### config.mk
export PLATFORM = sky130hd
export DESIGN_NAME = wdt_top
export DESIGN_NICKNAME = d
export VERILOG_FILES = /design/src/rtl/wdt_pkg.sv /design/src/rtl/wdt_src_sel.sv /design/src/rtl/wdt_fixed_div.sv /design/src/rtl/wdt_prescaler.sv /design/src/rtl/wdt_top.sv
export SDC_FILE = /design/constraint.sdc
export NUM_CORES = 1
export LEC_CHECK = 0
export CORE_MARGIN = 1.5
export CORE_UTILIZATION = 35
export CTS_CLUSTER_DIAMETER = 60
export CTS_CLUSTER_SIZE = 30
export DETAILED_ROUTE_END_ITERATION = 7
export HOLD_SLACK_MARGIN = 0.1
export PLACE_DENSITY = 0.63
export SETUP_SLACK_MARGIN = 0.4
export SLEW_MARGIN = 5
export SYNTH_ARGS = -nofsm -noshare
export SYNTH_HDL_FRONTEND = slang
export SYNTH_SLANG_ARGS = --single-unit
### constraint.sdc
create_clock -name clk_i -period 3.64 [get_ports clk_i]
set_input_delay 0.364 -clock clk_i [delete_from_list [all_inputs] [get_ports clk_i]]
set_output_delay 0.364 -clock clk_i [all_outputs]
set_load 0.02 [all_outputs]
### src/rtl/wdt_pkg.sv
package wdt_pkg;
  localparam int unsigned WDT_DIV_BITS    = 8;
  localparam int unsigned WDT_PRE_BITS    = 7;
  localparam int unsigned WDT_SEL_W       = 3;
  localparam int unsigned WDT_INSTR_DIV_W = 2;

  typedef enum logic {
    SRC_OSC   = 1'b0,
    SRC_INSTR = 1'b1
  } wdt_src_e;
endpackage

### src/rtl/wdt_src_sel.sv
module wdt_src_sel #(
  parameter int unsigned INSTR_DIV_W = 2
) (
  input  logic clk_i,
  input  logic rst_i,
  input  logic en_i,
  input  logic src_sel_i,
  input  logic sys_en_i,
  input  logic osc_tick_i,
  input  logic halt_i,
  output logic tick_o
);
  import wdt_pkg::*;

  logic [INSTR_DIV_W-1:0] phase_q;
  logic                   sys_run;
  logic                   instr_tick;

  // System clock is stopped while halted
  assign sys_run    = sys_en_i && !halt_i;
  assign instr_tick = sys_run && (&phase_q);

  always_ff @(posedge clk_i) begin
    if (rst_i || !en_i) begin
      phase_q <= '0;
    end else if (sys_run) begin
      phase_q <= phase_q + 1'b1;
    end
  end

  always_comb begin
    if (!en_i) begin
      tick_o = 1'b0;
    end else if (src_sel_i == SRC_INSTR) begin
      tick_o = instr_tick;
    end else begin
      tick_o = osc_tick_i;
    end
  end
endmodule

### src/rtl/wdt_fixed_div.sv
module wdt_fixed_div #(
  parameter int unsigned DIV_BITS = 8
) (
  input  logic clk_i,
  input  logic rst_i,
  input  logic en_i,
  input  logic clr_i,
  input  logic tick_i,
  output logic carry_o
);
  logic [DIV_BITS-1:0] cnt_q;

  // Clear wins over a tick in the same cycle
  assign carry_o = en_i && !clr_i && tick_i && (&cnt_q);

  always_ff @(posedge clk_i) begin
    if (rst_i || !en_i || clr_i) begin
      cnt_q <= '0;
    end else if (tick_i) begin
      cnt_q <= cnt_q + 1'b1;
    end
  end
endmodule

### src/rtl/wdt_prescaler.sv
module wdt_prescaler #(
  parameter int unsigned PRE_BITS = 7,
  parameter int unsigned SEL_W    = 3
) (
  input  logic             clk_i,
  input  logic             rst_i,
  input  logic             en_i,
  input  logic             clr_i,
  input  logic             step_i,
  input  logic [SEL_W-1:0] sel_i,
  output logic             ovf_o
);
  logic [PRE_BITS-1:0] cnt_q;
  logic [PRE_BITS-1:0] mask;
  logic                term;

  // Low sel_i bits of the mask are ones; ratio is 2^sel_i
  for (genvar g = 0; g < PRE_BITS; g++) begin : g_mask
    assign mask[g] = (32'(g) < 32'(sel_i));
  end

  assign term  = ((cnt_q & mask) == mask);
  assign ovf_o = en_i && !clr_i && step_i && term;

  always_ff @(posedge clk_i) begin
    if (rst_i || !en_i || clr_i) begin
      cnt_q <= '0;
    end else if (step_i) begin
      if (term) begin
        cnt_q <= '0;
      end else begin
        cnt_q <= cnt_q + 1'b1;
      end
    end
  end
endmodule

### src/rtl/wdt_top.sv
module wdt_top #(
  parameter int unsigned DIV_BITS    = wdt_pkg::WDT_DIV_BITS,
  parameter int unsigned PRE_BITS    = wdt_pkg::WDT_PRE_BITS,
  parameter int unsigned SEL_W       = wdt_pkg::WDT_SEL_W,
  parameter int unsigned INSTR_DIV_W = wdt_pkg::WDT_INSTR_DIV_W
) (
  input  logic             clk_i,
  input  logic             rst_i,
  input  logic             wdt_en_i,
  input  logic             src_sel_i,
  input  logic             sys_en_i,
  input  logic             osc_tick_i,
  input  logic             halt_i,
  input  logic [SEL_W-1:0] ws_i,
  input  logic             clr_i,
  output logic             tmo_o,
  output logic             wake_o
);
  logic tick;
  logic carry;
  logic ovf;
  logic tmo_q;
  logic wake_q;

  wdt_src_sel #(
    .INSTR_DIV_W(INSTR_DIV_W)
  ) u_src (
    .clk_i     (clk_i),
    .rst_i     (rst_i),
    .en_i      (wdt_en_i),
    .src_sel_i (src_sel_i),
    .sys_en_i  (sys_en_i),
    .osc_tick_i(osc_tick_i),
    .halt_i    (halt_i),
    .tick_o    (tick)
  );

  wdt_fixed_div #(
    .DIV_BITS(DIV_BITS)
  ) u_div (
    .clk_i  (clk_i),
    .rst_i  (rst_i),
    .en_i   (wdt_en_i),
    .clr_i  (clr_i),
    .tick_i (tick),
    .carry_o(carry)
  );

  wdt_prescaler #(
    .PRE_BITS(PRE_BITS),
    .SEL_W   (SEL_W)
  ) u_pre (
    .clk_i (clk_i),
    .rst_i (rst_i),
    .en_i  (wdt_en_i),
    .clr_i (clr_i),
    .step_i(carry),
    .sel_i (ws_i),
    .ovf_o (ovf)
  );

  // Registered outputs; the halt state picks which one fires
  always_ff @(posedge clk_i) begin
    if (rst_i || !wdt_en_i) begin
      tmo_q  <= 1'b0;
      wake_q <= 1'b0;
    end else begin
      tmo_q  <= ovf && !halt_i;
      wake_q <= ovf && halt_i;
    end
  end

  assign tmo_o  = tmo_q;
  assign wake_o = wake_q;
endmodule

# == Word-level counts from Yosys, hierarchy flattened ==
# Index checks and enable logic that the tools add are counted.
# op_classes
add_sub_neg,3
magnitude_cmp,7
n_eq_ne,1
mux,3
bitwise,1
n_reduce_logical,16
# op_table
operator,count
$logic_and A1 B1 Y1,9
$lt A3 B3 Y1 const A,3
$add A8 B1 Y8 const B,1
$reduce_and A8 Y1,1
$add A7 B1 Y7 const B,1
$and A7 B7 Y7,1
$eq A7 B7 Y1,1
$mux W7,1
$lt A1 B3 Y1 const A,2
$lt A2 B3 Y1 const A,2
$logic_not A1 Y1,3
$add A2 B1 Y2 const B,1
$logic_or A1 B1 Y1,2
$mux W1,2
$reduce_and A2 Y1,1
# totals
register_bits,19
input_bits,11
word_cells,36

# == Logic depth before layout (Yosys ltp) ==
# Gate-level depths: netlist of run 1.
# depth
ltp_word,10
mapped_depth,7

# == Hierarchy ==
# Synthesis of run 1 repeated with hierarchy kept, for this count alone.
# hier_totals
cells_unflattened,99
hier_area_um2,927.1
# by_module_without_submodules
mod,instances,cells_per_inst,area_per_inst_um2,seq_area_each_um2
wdt_prescaler,1,43,385.4,140.1
wdt_fixed_div,1,40,360.3,160.2
wdt_src_sel,1,12,117.6,40.0
wdt_top,1,4,63.8,40.0

# == Least setup slack after synthesis of run 1 ==
# OpenSTA, ideal clock, no wires.
# synth_timing
path_kind,reg2reg
startpoint,register u_src.phase_q[0]
endpoint,register u_div.cnt_q[5]
setup_time_ns,0.071
arrival_ns,1.464
required_time_ns,3.569
setup_slack_ns,2.106
path_stages_with_launch,7
path_buffers,0
cell_sequence,dfxtp_1 > ha_1 > and4b_1 > o21ai_2 > or2_4 > or3_1 > a21oi_1
# synth_between
elab_chain_len,4
# synth_rtl
element,line_no,text
"start, declared",wdt_src_sel.sv:15,logic [INSTR_DIV_W-1:0] phase_q;
"start signal, assigned",wdt_src_sel.sv:27,phase_q <= phase_q + 1'b1;
$reduce_and A2 Y1,wdt_src_sel.sv:21,assign instr_tick = sys_run && (&phase_q);
$logic_and A1 B1 Y1,wdt_src_sel.sv:21,
$mux W1,wdt_src_sel.sv:34,end else if (src_sel_i == SRC_INSTR) begin
$mux W1,wdt_src_sel.sv:32,if (!en_i) begin
"end signal, assigned",wdt_fixed_div.sv:20,cnt_q <= cnt_q + 1'b1;
"end, declared",wdt_fixed_div.sv:11,logic [DIV_BITS-1:0] cnt_q;
# Every way passes these cells.
# A chain may end at the register's enable or synchronous reset.

# == Worst setup path in the final report of run 1 ==
# layout_timing
startpoint,input ws_i[0]
endpoint,register u_pre.cnt_q[2]
# layout_between
elab_chain_len,4
elab_cells_between_ends,10
cone_classes,order compare: 7; eq/ne: 1; mux: 1; bitwise: 1
# layout_rtl
element,line_no,text
"start, declared",wdt_top.sv:14,"input logic [SEL_W-1:0] ws_i,"
"$lt A1 B3 Y1, or another cell as far along",wdt_prescaler.sv:19,assign mask[g] = (32'(g) < 32'(sel_i));
$and A7 B7 Y7,wdt_prescaler.sv:22,assign term = ((cnt_q & mask) == mask);
$eq A7 B7 Y1 *,wdt_prescaler.sv:22,
$mux W7 *,wdt_prescaler.sv:29,if (term) begin
"end signal, assigned",wdt_prescaler.sv:32,cnt_q <= cnt_q + 1'b1;
"end, declared",wdt_prescaler.sv:13,logic [PRE_BITS-1:0] cnt_q;
# Mark *: on every way between the ends. The rest lies on a longest branch, timed or not.

==> flow_summary.html, run 1 <==
<table>
<tr><th>Metric</th><th>Value</th></tr>
<tr><th colspan="2">GRT</th></tr>
<tr><td>Overall Global Routing Usage</td><td>12.4%</td></tr>
<tr><td>Largest net degree at the start of global routing</td><td>15</td></tr>
<tr><td>Vias in the first global route</td><td>764</td></tr>
<tr><td>Global Route met2 Usage</td><td>around a fifth</td></tr>
<tr><td>Highest-utilization routing layer at the global route stage</td><td>met2</td></tr>
<tr><td>First-pass GRT wire length</td><td>3100 um</td></tr>
<tr><td>Total grt overflow</td><td>0</td></tr>
<tr><td>Grt met1 use</td><td>between 10% and 20%</td></tr>
<tr><td>GRT met3 Usage</td><td>~4.4%</td></tr>
<tr><td>Initial antenna violation count</td><td>0</td></tr>
<tr><th colspan="2">Worst setup path</th></tr>
<tr><td>Crit path capture type</td><td>flip-flop</td></tr>
<tr><td>Arrival time at the worst endpoint</td><td>between 2000 and 2500 ps</td></tr>
<tr><td>Setup CP Type</td><td>primary input to flip-flop</td></tr>
<tr><td>Critical Path Source Type</td><td>primary input</td></tr>
<tr><td>Crit-path slowest cell</td><td>sky130_fd_sc_hd__clkdlybuf4s50_1</td></tr>
<tr><td>Series of cell instances along the critical path</td><td>clkdlybuf4s50_1, nand2b_1, a311oi_1, a211o_1, nand4b_1, a31oi_1</td></tr>
<tr><td>Maximum cell stage delay along the critical path</td><td>roughly 500 ps</td></tr>
<tr><td>Crit path required time</td><td>3860 ps</td></tr>
<tr><td>Crit path max fanout</td><td>14</td></tr>
<tr><th colspan="2">Synthesis</th></tr>
<tr><td>Mux cell area share after synthesis</td><td>~2.0%</td></tr>
<tr><td>Flops &amp; latches, synth</td><td>19</td></tr>
<tr><td>Adder-Cell Fraction of Synth Area</td><td>3.81%</td></tr>
<tr><td>Area of the mapped netlist</td><td>a little under 1000 sq um</td></tr>
<tr><td>Sequential share of the synthesized area</td><td>38.6%</td></tr>
<tr><td>Proportion of register bits with asynchronous set or reset after synthesis</td><td>0%</td></tr>
<tr><td>Largest family of logic cells by synthesized area</td><td>simple AND/OR/NAND/NOR gates</td></tr>
<tr><td>Syn Inst Count</td><td>115</td></tr>
<tr><td>Synth Area per Inst</td><td>8.56 sq um</td></tr>
<tr><td>Number of synthesis warnings</td><td>0</td></tr>
<tr><td>Synth cell types</td><td>39</td></tr>
<tr><td>Post-Synth XOR/XNOR Area</td><td>under 10%</td></tr>
<tr><td>Number of flops mapped to enable cells by yosys</td><td>0</td></tr>
<tr><td>Simple-gate portion of the synthesized area</td><td>about a third</td></tr>
<tr><td>Compound-cell area share of the yosys netlist</td><td>13.1%</td></tr>
<tr><td>Nets in the synthesized netlist</td><td>approximately 130</td></tr>
<tr><td>Flip-flop cell with the highest count after synthesis</td><td>sky130_fd_sc_hd__dfxtp_1</td></tr>
<tr><th colspan="2">Floorplan</th></tr>
<tr><td>Overall die width</td><td>56.0 um</td></tr>
<tr><td>Number of rows in the core area</td><td>19</td></tr>
<tr><td>Core Area</td><td>between 2000 and 3000 sq um</td></tr>
<tr><td>Die outline height</td><td>roughly 56 um</td></tr>
<tr><td>Initial standard-cell utilization of the core</td><td>36.3%</td></tr>
<tr><td>Die area</td><td>3140 sq um</td></tr>
<tr><td>Number of top-level pins</td><td>13</td></tr>
<tr><th colspan="2">STA</th></tr>
<tr><td>Timing-limited maximum frequency</td><td>roughly 560 MHz</td></tr>
<tr><td>Final Critical Period</td><td>~1800 ps</td></tr>
<tr><td>Pin slew with the least headroom to its limit</td><td>roughly 480 ps</td></tr>
<tr><td>Skew final</td><td>1.37 ps</td></tr>
<tr><td>Final hold viol count</td><td>0</td></tr>
<tr><td>Sum of negative setup slack</td><td>0 ps</td></tr>
<tr><td>Max-slew violations</td><td>0</td></tr>
<tr><td>Worst max-slew margin expressed relative to the limit</td><td>68.2%</td></tr>
<tr><td>RSZ-0062 raised after global routing</td><td>false</td></tr>
<tr><td>Tcrit/Tclk final</td><td>49.2%</td></tr>
<tr><td>Hold_ws</td><td>496 ps</td></tr>
<tr><td>Setup-failing EPs final</td><td>0</td></tr>
<tr><th colspan="2">Route</th></tr>
<tr><td>Iter 0 DRT Violations</td><td>22</td></tr>
<tr><td>Per-cell routed wire length</td><td>11.4 um</td></tr>
<tr><td>Total number of vias</td><td>846</td></tr>
<tr><td>Via count normalized by instance count</td><td>5.32</td></tr>
<tr><td>Remaining routing DRC violations</td><td>0</td></tr>
<tr><td>Total Wirelength</td><td>1810 um</td></tr>
<tr><td>DRT Pass-1 Iters</td><td>4</td></tr>
<tr><td>Post-DRT Antenna Nets</td><td>0</td></tr>
<tr><th colspan="2">Final layout</th></tr>
<tr><td>Most frequent cells in the layout</td><td>sky130_fd_sc_hd__dfxtp_1 (19), sky130_fd_sc_hd__nor2_1 (14), sky130_fd_sc_hd__nand2_1 (13)</td></tr>
<tr><td>Ant. Diodes</td><td>0</td></tr>
<tr><td>Number of fillers in the final layout</td><td>279</td></tr>
<tr><td>Total Nets Final</td><td>143</td></tr>
<tr><td>Area delta synth-&gt;final</td><td>16.8%</td></tr>
<tr><td>Fraction of layout instances using a drive strength above 1</td><td>about 7.8%</td></tr>
<tr><td>Most common library cell in the layout ignoring fill and taps</td><td>sky130_fd_sc_hd__dfxtp_1</td></tr>
<tr><th colspan="2">Placed design</th></tr>
<tr><td>Final weighted congestion in routability-driven placement</td><td>around 0.78</td></tr>
<tr><td>Count of buffers from port buffering</td><td>12</td></tr>
<tr><td>Estimated wirelength of the detail-placed design</td><td>1370 um</td></tr>
<tr><th colspan="2">Clock tree</th></tr>
<tr><td>Number of CTS-inserted buffers</td><td>3</td></tr>
<tr><td>Deepest clock path buffer count</td><td>2</td></tr>
<tr><td>H-tree Lvls</td><td>1</td></tr>
<tr><td>Clock slew at the register clock pins of the worst setup and hold paths</td><td>100 ps</td></tr>
<tr><td>Count of hold buffers inserted by post-cts repair</td><td>0</td></tr>
<tr><td>Clk sink count</td><td>19</td></tr>
<tr><td>CTS tree</td><td>built</td></tr>
<tr><td>Setup bufs post-CTS</td><td>0</td></tr>
<tr><td>Post-CTS sizing</td><td>0</td></tr>
<tr><td>Clock tree root buffer cell</td><td>sky130_fd_sc_hd__clkbuf_4</td></tr>
<tr><td>Worst-skew pair later-pin latency</td><td>290 ps</td></tr>
<tr><th colspan="2">Min path</th></tr>
<tr><td>Type of the most critical hold path</td><td>flip-flop to flip-flop</td></tr>
<tr><th colspan="2">Run status</th></tr>
<tr><td>Outcome</td><td>completed</td></tr>
<tr><th colspan="2">Power and ir drop</th></tr>
<tr><td>Worst vdd rail ir drop</td><td>between 0.00015 and 0.0002 V</td></tr>
<tr><td>Cell area power density</td><td>a little under 300 nW/um^2</td></tr>
<tr><td>Reported leakage power</td><td>0.398 nW</td></tr>
<tr><th colspan="2">Flow run</th></tr>
<tr><td>Max-cap check violation count</td><td>0</td></tr>
</table>
==> path summary, 6_finish.rpt <==
kind	end	cells after the start	slack, ps	start
setup / recovery	u_pre.cnt_q[2]$_SDFFE_PP0P_	6	1850	ws_i[0]
setup reg to reg	u_pre.cnt_q[2]$_SDFFE_PP0P_	6	1940	u_src.phase_q[0]$_SDFFE_PP0N_
hold / removal	u_div.cnt_q[7]$_SDFFE_PP0N_	2	500	u_div.cnt_q[7]$_SDFFE_PP0N_
hold reg to reg	u_div.cnt_q[7]$_SDFFE_PP0N_	2	500	u_div.cnt_q[7]$_SDFFE_PP0N_
==> per-layer routing <==
layer  up-vias  share of wire (%)
li1        438                  -
met1       383                 49
met2        23                 45
met3         2                5.4
met4         0               0.72
met5         -                  0
==> metrics by stage <==
step	worst slack [ps]	power, W	std cells	utilization (%)	instance area [sq um]
2_1_floorplan	2110	0.000225	115	-	985
3_3_place_gp	1600	0.000239	155	41.5	1120
5_1_grt	1730	0.000356	159	42.4	1150
4_1_cts	1860	0.000344	159	42.4	1150
6_report	1850	0.000337	159	42.4	1150
3_5_place_dp	1540	0.000239	155	41.5	1120
==> logic make-up after synthesis <==
group,count (synthesis)
DFF,19
and+or+nand+nor,61
muxes,2
xor gates and xnor gates,6
AOI/OAI and AO/OA,18
buffers and inverters,6
adders and majority gates,3
==> flip-flops by register name (all words and copies together), names as in the netlist <==
signal         cells
wake_o             1
u_div.cnt_q        8
u_pre.cnt_q        7
u_src.phase_q      2
tmo_o              1
==> layout make-up <==
type	count	area (sq um)	share of cell area (%)
well taps	31	38.8	3.37
inverters	3	11.3	0.979
flip-flops and latches	19	380	33.1
repair buffers	12	120	10.4
clock buffers	4	26.3	2.29
multi-input cells	90	573	49.8
==> synth_stat cells (3+ instances only) <==
cell type / instances / share of area, %
sky130_fd_sc_hd__nor2_1: 14 / 5.3
sky130_fd_sc_hd__a21oi_1: 5 / 2.5
sky130_fd_sc_hd__dfxtp_1: 19 / 39
sky130_fd_sc_hd__nand2_1: 13 / 5.0
sky130_fd_sc_hd__nand2b_1: 3 / 1.9
sky130_fd_sc_hd__a31oi_1: 3 / 1.9
sky130_fd_sc_hd__xor2_1: 4 / 3.6
sky130_fd_sc_hd__ha_1: 3 / 3.8
sky130_fd_sc_hd__inv_1: 3 / 1.1
sky130_fd_sc_hd__nand3_1: 10 / 5.1
==> worst max-delay path: cells and delay by family <==
kind / cells / cell delay [ps]
AOI/OAI and AO/OA: 3 / 920
and+or+nand+nor: 2 / 220
buffers and inverters: 1 / 500
==> power by group <==
group	leakage, nW	switching (W)	internal [W]
clock network	0.0150	0.0000596	0.0000426
logic	0.230	0.0000120	0.0000136
registers	0.153	0.000000452	0.000208
Power figures use the tool's default switching activity.
==> run 2, diff against run 1 <==
Settings changed: PLACE_DENSITY 0.63 to 0.65.
Clock period 3.64 ns to 1.6 ns, I/O delays scaled along.
==> flow_summary.html, run 2 (synthesis results as in run 1) <==
<table>
<tr><th>Metric</th><th>Value</th></tr>
<tr><th colspan="2">Floorplan</th></tr>
<tr><td>Number of rows in the core area</td><td>19 (unchanged)</td></tr>
<tr><td>Core Area</td><td>2710 sq um (unchanged)</td></tr>
<tr><td>Die outline height</td><td>56.0 um (unchanged)</td></tr>
<tr><td>Overall die width</td><td>56.0 um (unchanged)</td></tr>
<tr><td>Die area</td><td>3140 sq um (unchanged)</td></tr>
<tr><td>Number of top-level pins</td><td>13 (unchanged)</td></tr>
<tr><td>Initial standard-cell utilization of the core</td><td>36.3% (unchanged)</td></tr>
<tr><th colspan="2">STA</th></tr>
<tr><td>Final WS setup</td><td>77.3 ps (-1770 ps)</td></tr>
<tr><td>Timing-limited maximum frequency</td><td>657 MHz</td></tr>
<tr><td>RSZ-0062 raised after global routing</td><td>true</td></tr>
<tr><td>Final Critical Period</td><td>1520 ps</td></tr>
<tr><td>Skew final</td><td>7.02 ps (+5.65 ps)</td></tr>
<tr><td>Max-slew violations</td><td>0 (unchanged)</td></tr>
<tr><td>Worst max-slew margin expressed relative to the limit</td><td>66.1% (-2.1 points)</td></tr>
<tr><td>Sum of negative setup slack</td><td>0 ps (unchanged)</td></tr>
<tr><td>Setup-failing EPs final</td><td>0 (unchanged)</td></tr>
<tr><td>Final hold viol count</td><td>0 (unchanged)</td></tr>
<tr><td>Pin slew with the least headroom to its limit</td><td>509 ps (+31.7 ps)</td></tr>
<tr><td>Tcrit/Tclk final</td><td>95.2%</td></tr>
<tr><th colspan="2">Placed design</th></tr>
<tr><td>Count of buffers from port buffering</td><td>12 (unchanged)</td></tr>
<tr><td>Placed standard-cell area</td><td>1210 sq um (+7.5%)</td></tr>
<tr><td>Estimated wirelength of the detail-placed design</td><td>1500 um (+10%)</td></tr>
<tr><td>Worst slack at placement</td><td>-201 ps (-1740 ps)</td></tr>
<tr><td>Final weighted congestion in routability-driven placement</td><td>0.757 (-3.4%)</td></tr>
<tr><th colspan="2">Final layout</th></tr>
<tr><td>Total Nets Final</td><td>157 (+9.8%)</td></tr>
<tr><td>Most frequent cells in the layout</td><td>sky130_fd_sc_hd__nor2_1 (13), sky130_fd_sc_hd__nand2_1 (12), sky130_fd_sc_hd__buf_4 (12), sky130_fd_sc_hd__dfxtp_1 (12), sky130_fd_sc_hd__clkdlybuf4s50_1 (10)</td></tr>
<tr><td>Number of flip-flops under the largest register name</td><td>8 (unchanged)</td></tr>
<tr><td>Fraction of layout instances using a drive strength above 1</td><td>31.7% (+24 points)</td></tr>
<tr><td>Area delta synth-&gt;final</td><td>38.2%</td></tr>
<tr><td>Summed area of non-filler cells in the final layout</td><td>1360 sq um (+18%)</td></tr>
<tr><td>Most common library cell in the layout ignoring fill and taps</td><td>sky130_fd_sc_hd__nor2_1</td></tr>
<tr><td>Ant. Diodes</td><td>0 (unchanged)</td></tr>
<tr><td>Number of fillers in the final layout</td><td>281 (+0.72%)</td></tr>
<tr><td>Largest registers</td><td>u_div.cnt_q (8), u_pre.cnt_q (7), u_src.phase_q (2)</td></tr>
<tr><td>Top reg by flops</td><td>u_div.cnt_q</td></tr>
<tr><td>Share of the core filled with cells</td><td>50.2% (+7.8 points)</td></tr>
<tr><th colspan="2">Worst setup path</th></tr>
<tr><td>Reg-to-reg endpoint</td><td>u_div.cnt_q[5]$_SDFFE_PP0N_</td></tr>
<tr><td>Series of cell instances along the critical path</td><td>ha_1, and4b_1, o21ai_2, or2_4, buf_4, o21ai_1, a21oi_2</td></tr>
<tr><td>Crit path capture type</td><td>flip-flop</td></tr>
<tr><td>Critical Path Source Type</td><td>flip-flop</td></tr>
<tr><td>FF-to-FF Start</td><td>u_src.phase_q[0]$_SDFFE_PP0N_</td></tr>
<tr><td>Depth of the worst register-to-register path</td><td>7 (+1)</td></tr>
<tr><td>Setup CP Type</td><td>flip-flop to flip-flop</td></tr>
<tr><td>Crit path max fanout</td><td>3 (-11)</td></tr>
<tr><td>Setup slack of the most critical reg-to-reg path</td><td>80 ps (-1860 ps)</td></tr>
<tr><td>Crit path required time</td><td>1770 ps (-2090 ps)</td></tr>
<tr><td>Crit-path slowest cell</td><td>sky130_fd_sc_hd__dfxtp_2</td></tr>
<tr><td>Arrival time at the worst endpoint</td><td>1690 ps (-320 ps)</td></tr>
<tr><td>Maximum cell stage delay along the critical path</td><td>340 ps (-160 ps)</td></tr>
<tr><th colspan="2">GRT</th></tr>
<tr><td>Total grt overflow</td><td>0 (unchanged)</td></tr>
<tr><td>Initial antenna violation count</td><td>0 (unchanged)</td></tr>
<tr><td>Largest net degree at the start of global routing</td><td>15 (unchanged)</td></tr>
<tr><td>Overall Global Routing Usage</td><td>14.4% (+2.0 points)</td></tr>
<tr><td>First-pass GRT wire length</td><td>3550 um (+14%)</td></tr>
<tr><td>Vias in the first global route</td><td>867 (+13%)</td></tr>
<tr><th colspan="2">Clock tree</th></tr>
<tr><td>Number of CTS-inserted buffers</td><td>3 (unchanged)</td></tr>
<tr><td>Deepest clock path buffer count</td><td>2 (unchanged)</td></tr>
<tr><td>CTS tree</td><td>built</td></tr>
<tr><td>Worst-skew pair later-pin latency</td><td>300 ps (about the same)</td></tr>
<tr><td>H-tree Lvls</td><td>1 (unchanged)</td></tr>
<tr><td>Clock slew at the register clock pins of the worst setup and hold paths</td><td>110 ps (about the same)</td></tr>
<tr><td>Clock tree root buffer cell</td><td>sky130_fd_sc_hd__clkbuf_4</td></tr>
<tr><td>Clk sink count</td><td>19 (unchanged)</td></tr>
<tr><th colspan="2">Route</th></tr>
<tr><td>Iter 0 DRT Violations</td><td>33 (+50%)</td></tr>
<tr><td>Total Wirelength</td><td>2140 um (+19%)</td></tr>
<tr><td>Total number of vias</td><td>913 (+7.9%)</td></tr>
<tr><td>DRT Pass-1 Iters</td><td>4 (unchanged)</td></tr>
<tr><td>Remaining routing DRC violations</td><td>0 (unchanged)</td></tr>
<tr><td>Via count normalized by instance count</td><td>5.28 (-0.81%)</td></tr>
<tr><td>Post-DRT Antenna Nets</td><td>0 (unchanged)</td></tr>
<tr><td>Per-cell routed wire length</td><td>12.4 um (+9.1%)</td></tr>
<tr><th colspan="2">Run status</th></tr>
<tr><td>Outcome</td><td>completed</td></tr>
<tr><th colspan="2">Min path</th></tr>
<tr><td>Type of the most critical hold path</td><td>flip-flop to flip-flop</td></tr>
<tr><td>Worst Hold Endpoint</td><td>u_div.cnt_q[7]$_SDFFE_PP0N_</td></tr>
<tr><td>Instance count along the most critical hold path</td><td>2 (unchanged)</td></tr>
<tr><td>Hold Crit Start</td><td>u_div.cnt_q[7]$_SDFFE_PP0N_</td></tr>
<tr><th colspan="2">Flow run</th></tr>
<tr><td>Max-cap check violation count</td><td>0 (unchanged)</td></tr>
<tr><th colspan="2">Power and ir drop</th></tr>
<tr><td>Worst vdd rail ir drop</td><td>0.000449 V (+130%)</td></tr>
<tr><td>Cell area power density</td><td>578 nW/um^2 (+98%)</td></tr>
<tr><td>Reported leakage power</td><td>0.496 nW (+24%)</td></tr>
</table>
[run 2: final cells by class]
type                    instances  area, sq um  area share [%]
multi-input cells              90          649            47.7
flip-flops and latches         19          397            29.1
repair buffers                 26          239            17.6
well taps                      31         38.8            2.85
clock buffers                   4         26.3            1.93
inverters                       3         11.3           0.827
[run 2: repair_timing]
action                     4_1_cts  5_1_grt
setup endpoints to repair       19       17
hold buffers                     0        0
gates resized for setup         15        9
pin swaps                        3        5
buffers inserted                 5        1
[run 2: worst max-delay path, delay by kind of cell (launching register included)]
family | cells | cell delay (ps)
fa+ha+maj | 1 | 130
compound gates | 3 | 300
flops | 1 | 340
simple gates | 2 | 460
buf+inv | 1 | 150
[run 2: report_power, final]
| group | leakage, nW | internal [W] | switching (W) |
|---|---|---|---|
| combinational | 0.323 | 0.0000436 | 0.0000336 |
| sequential | 0.158 | 0.000469 | 0.000000913 |
| clock | 0.0150 | 0.0000971 | 0.000143 |
| total | 0.496 | 0.000610 | 0.000178 |
[run 2: per-stage QoR]
| step | hold WS, ps | cells | power, W |
|---|---|---|---|
| 4_1_cts | 492 | 172 | 0.000802 |
| 3_5_place_dp | 482 | 163 | 0.000556 |
| 3_3_place_gp | 474 | 163 | 0.000554 |
| 5_1_grt | 530 | 173 | 0.000819 |
| 6_report | 503 | 173 | 0.000787 |
| 2_1_floorplan | 231 | 115 | 0.000513 |
[run 2: worst max-delay path by stage]
stage	startpoint	end	slack [ps]	cells past startpoint
2_1_floorplan	u_src.phase_q[0]$_SDFFE_PP0N_	u_div.cnt_q[5]$_SDFFE_PP0N_	150	6
3_3_place_gp	sys_en_i	u_pre.cnt_q[2]$_SDFFE_PP0P_	-160	6
3_5_place_dp	sys_en_i	u_pre.cnt_q[2]$_SDFFE_PP0P_	-200	6
4_1_cts	u_src.phase_q[1]$_SDFFE_PP0N_	u_div.cnt_q[5]$_SDFFE_PP0N_	100	6
5_1_grt	u_src.phase_q[0]$_SDFFE_PP0N_	u_div.cnt_q[5]$_SDFFE_PP0N_	5	6
6_report	u_src.phase_q[0]$_SDFFE_PP0N_	u_div.cnt_q[5]$_SDFFE_PP0N_	80	7
[run 2: layer usage]
layer  vias to the layer above  track usage (%)  part of all wire, %
met5                         -                0                    0
met4                         0             8.84                  1.6
met3                         4             3.26                  2.6
met2                        11             24.0                   51
met1                       436             16.6                   45
li1                        462                -                    -
==> run 3, diff against run 2 <==
Settings changed: ABC_CLOCK_PERIOD_IN_PS set to 1600.
==> results of run 3 <==
Same layout as run 2: the final DEF is identical, and so are final timing and power.
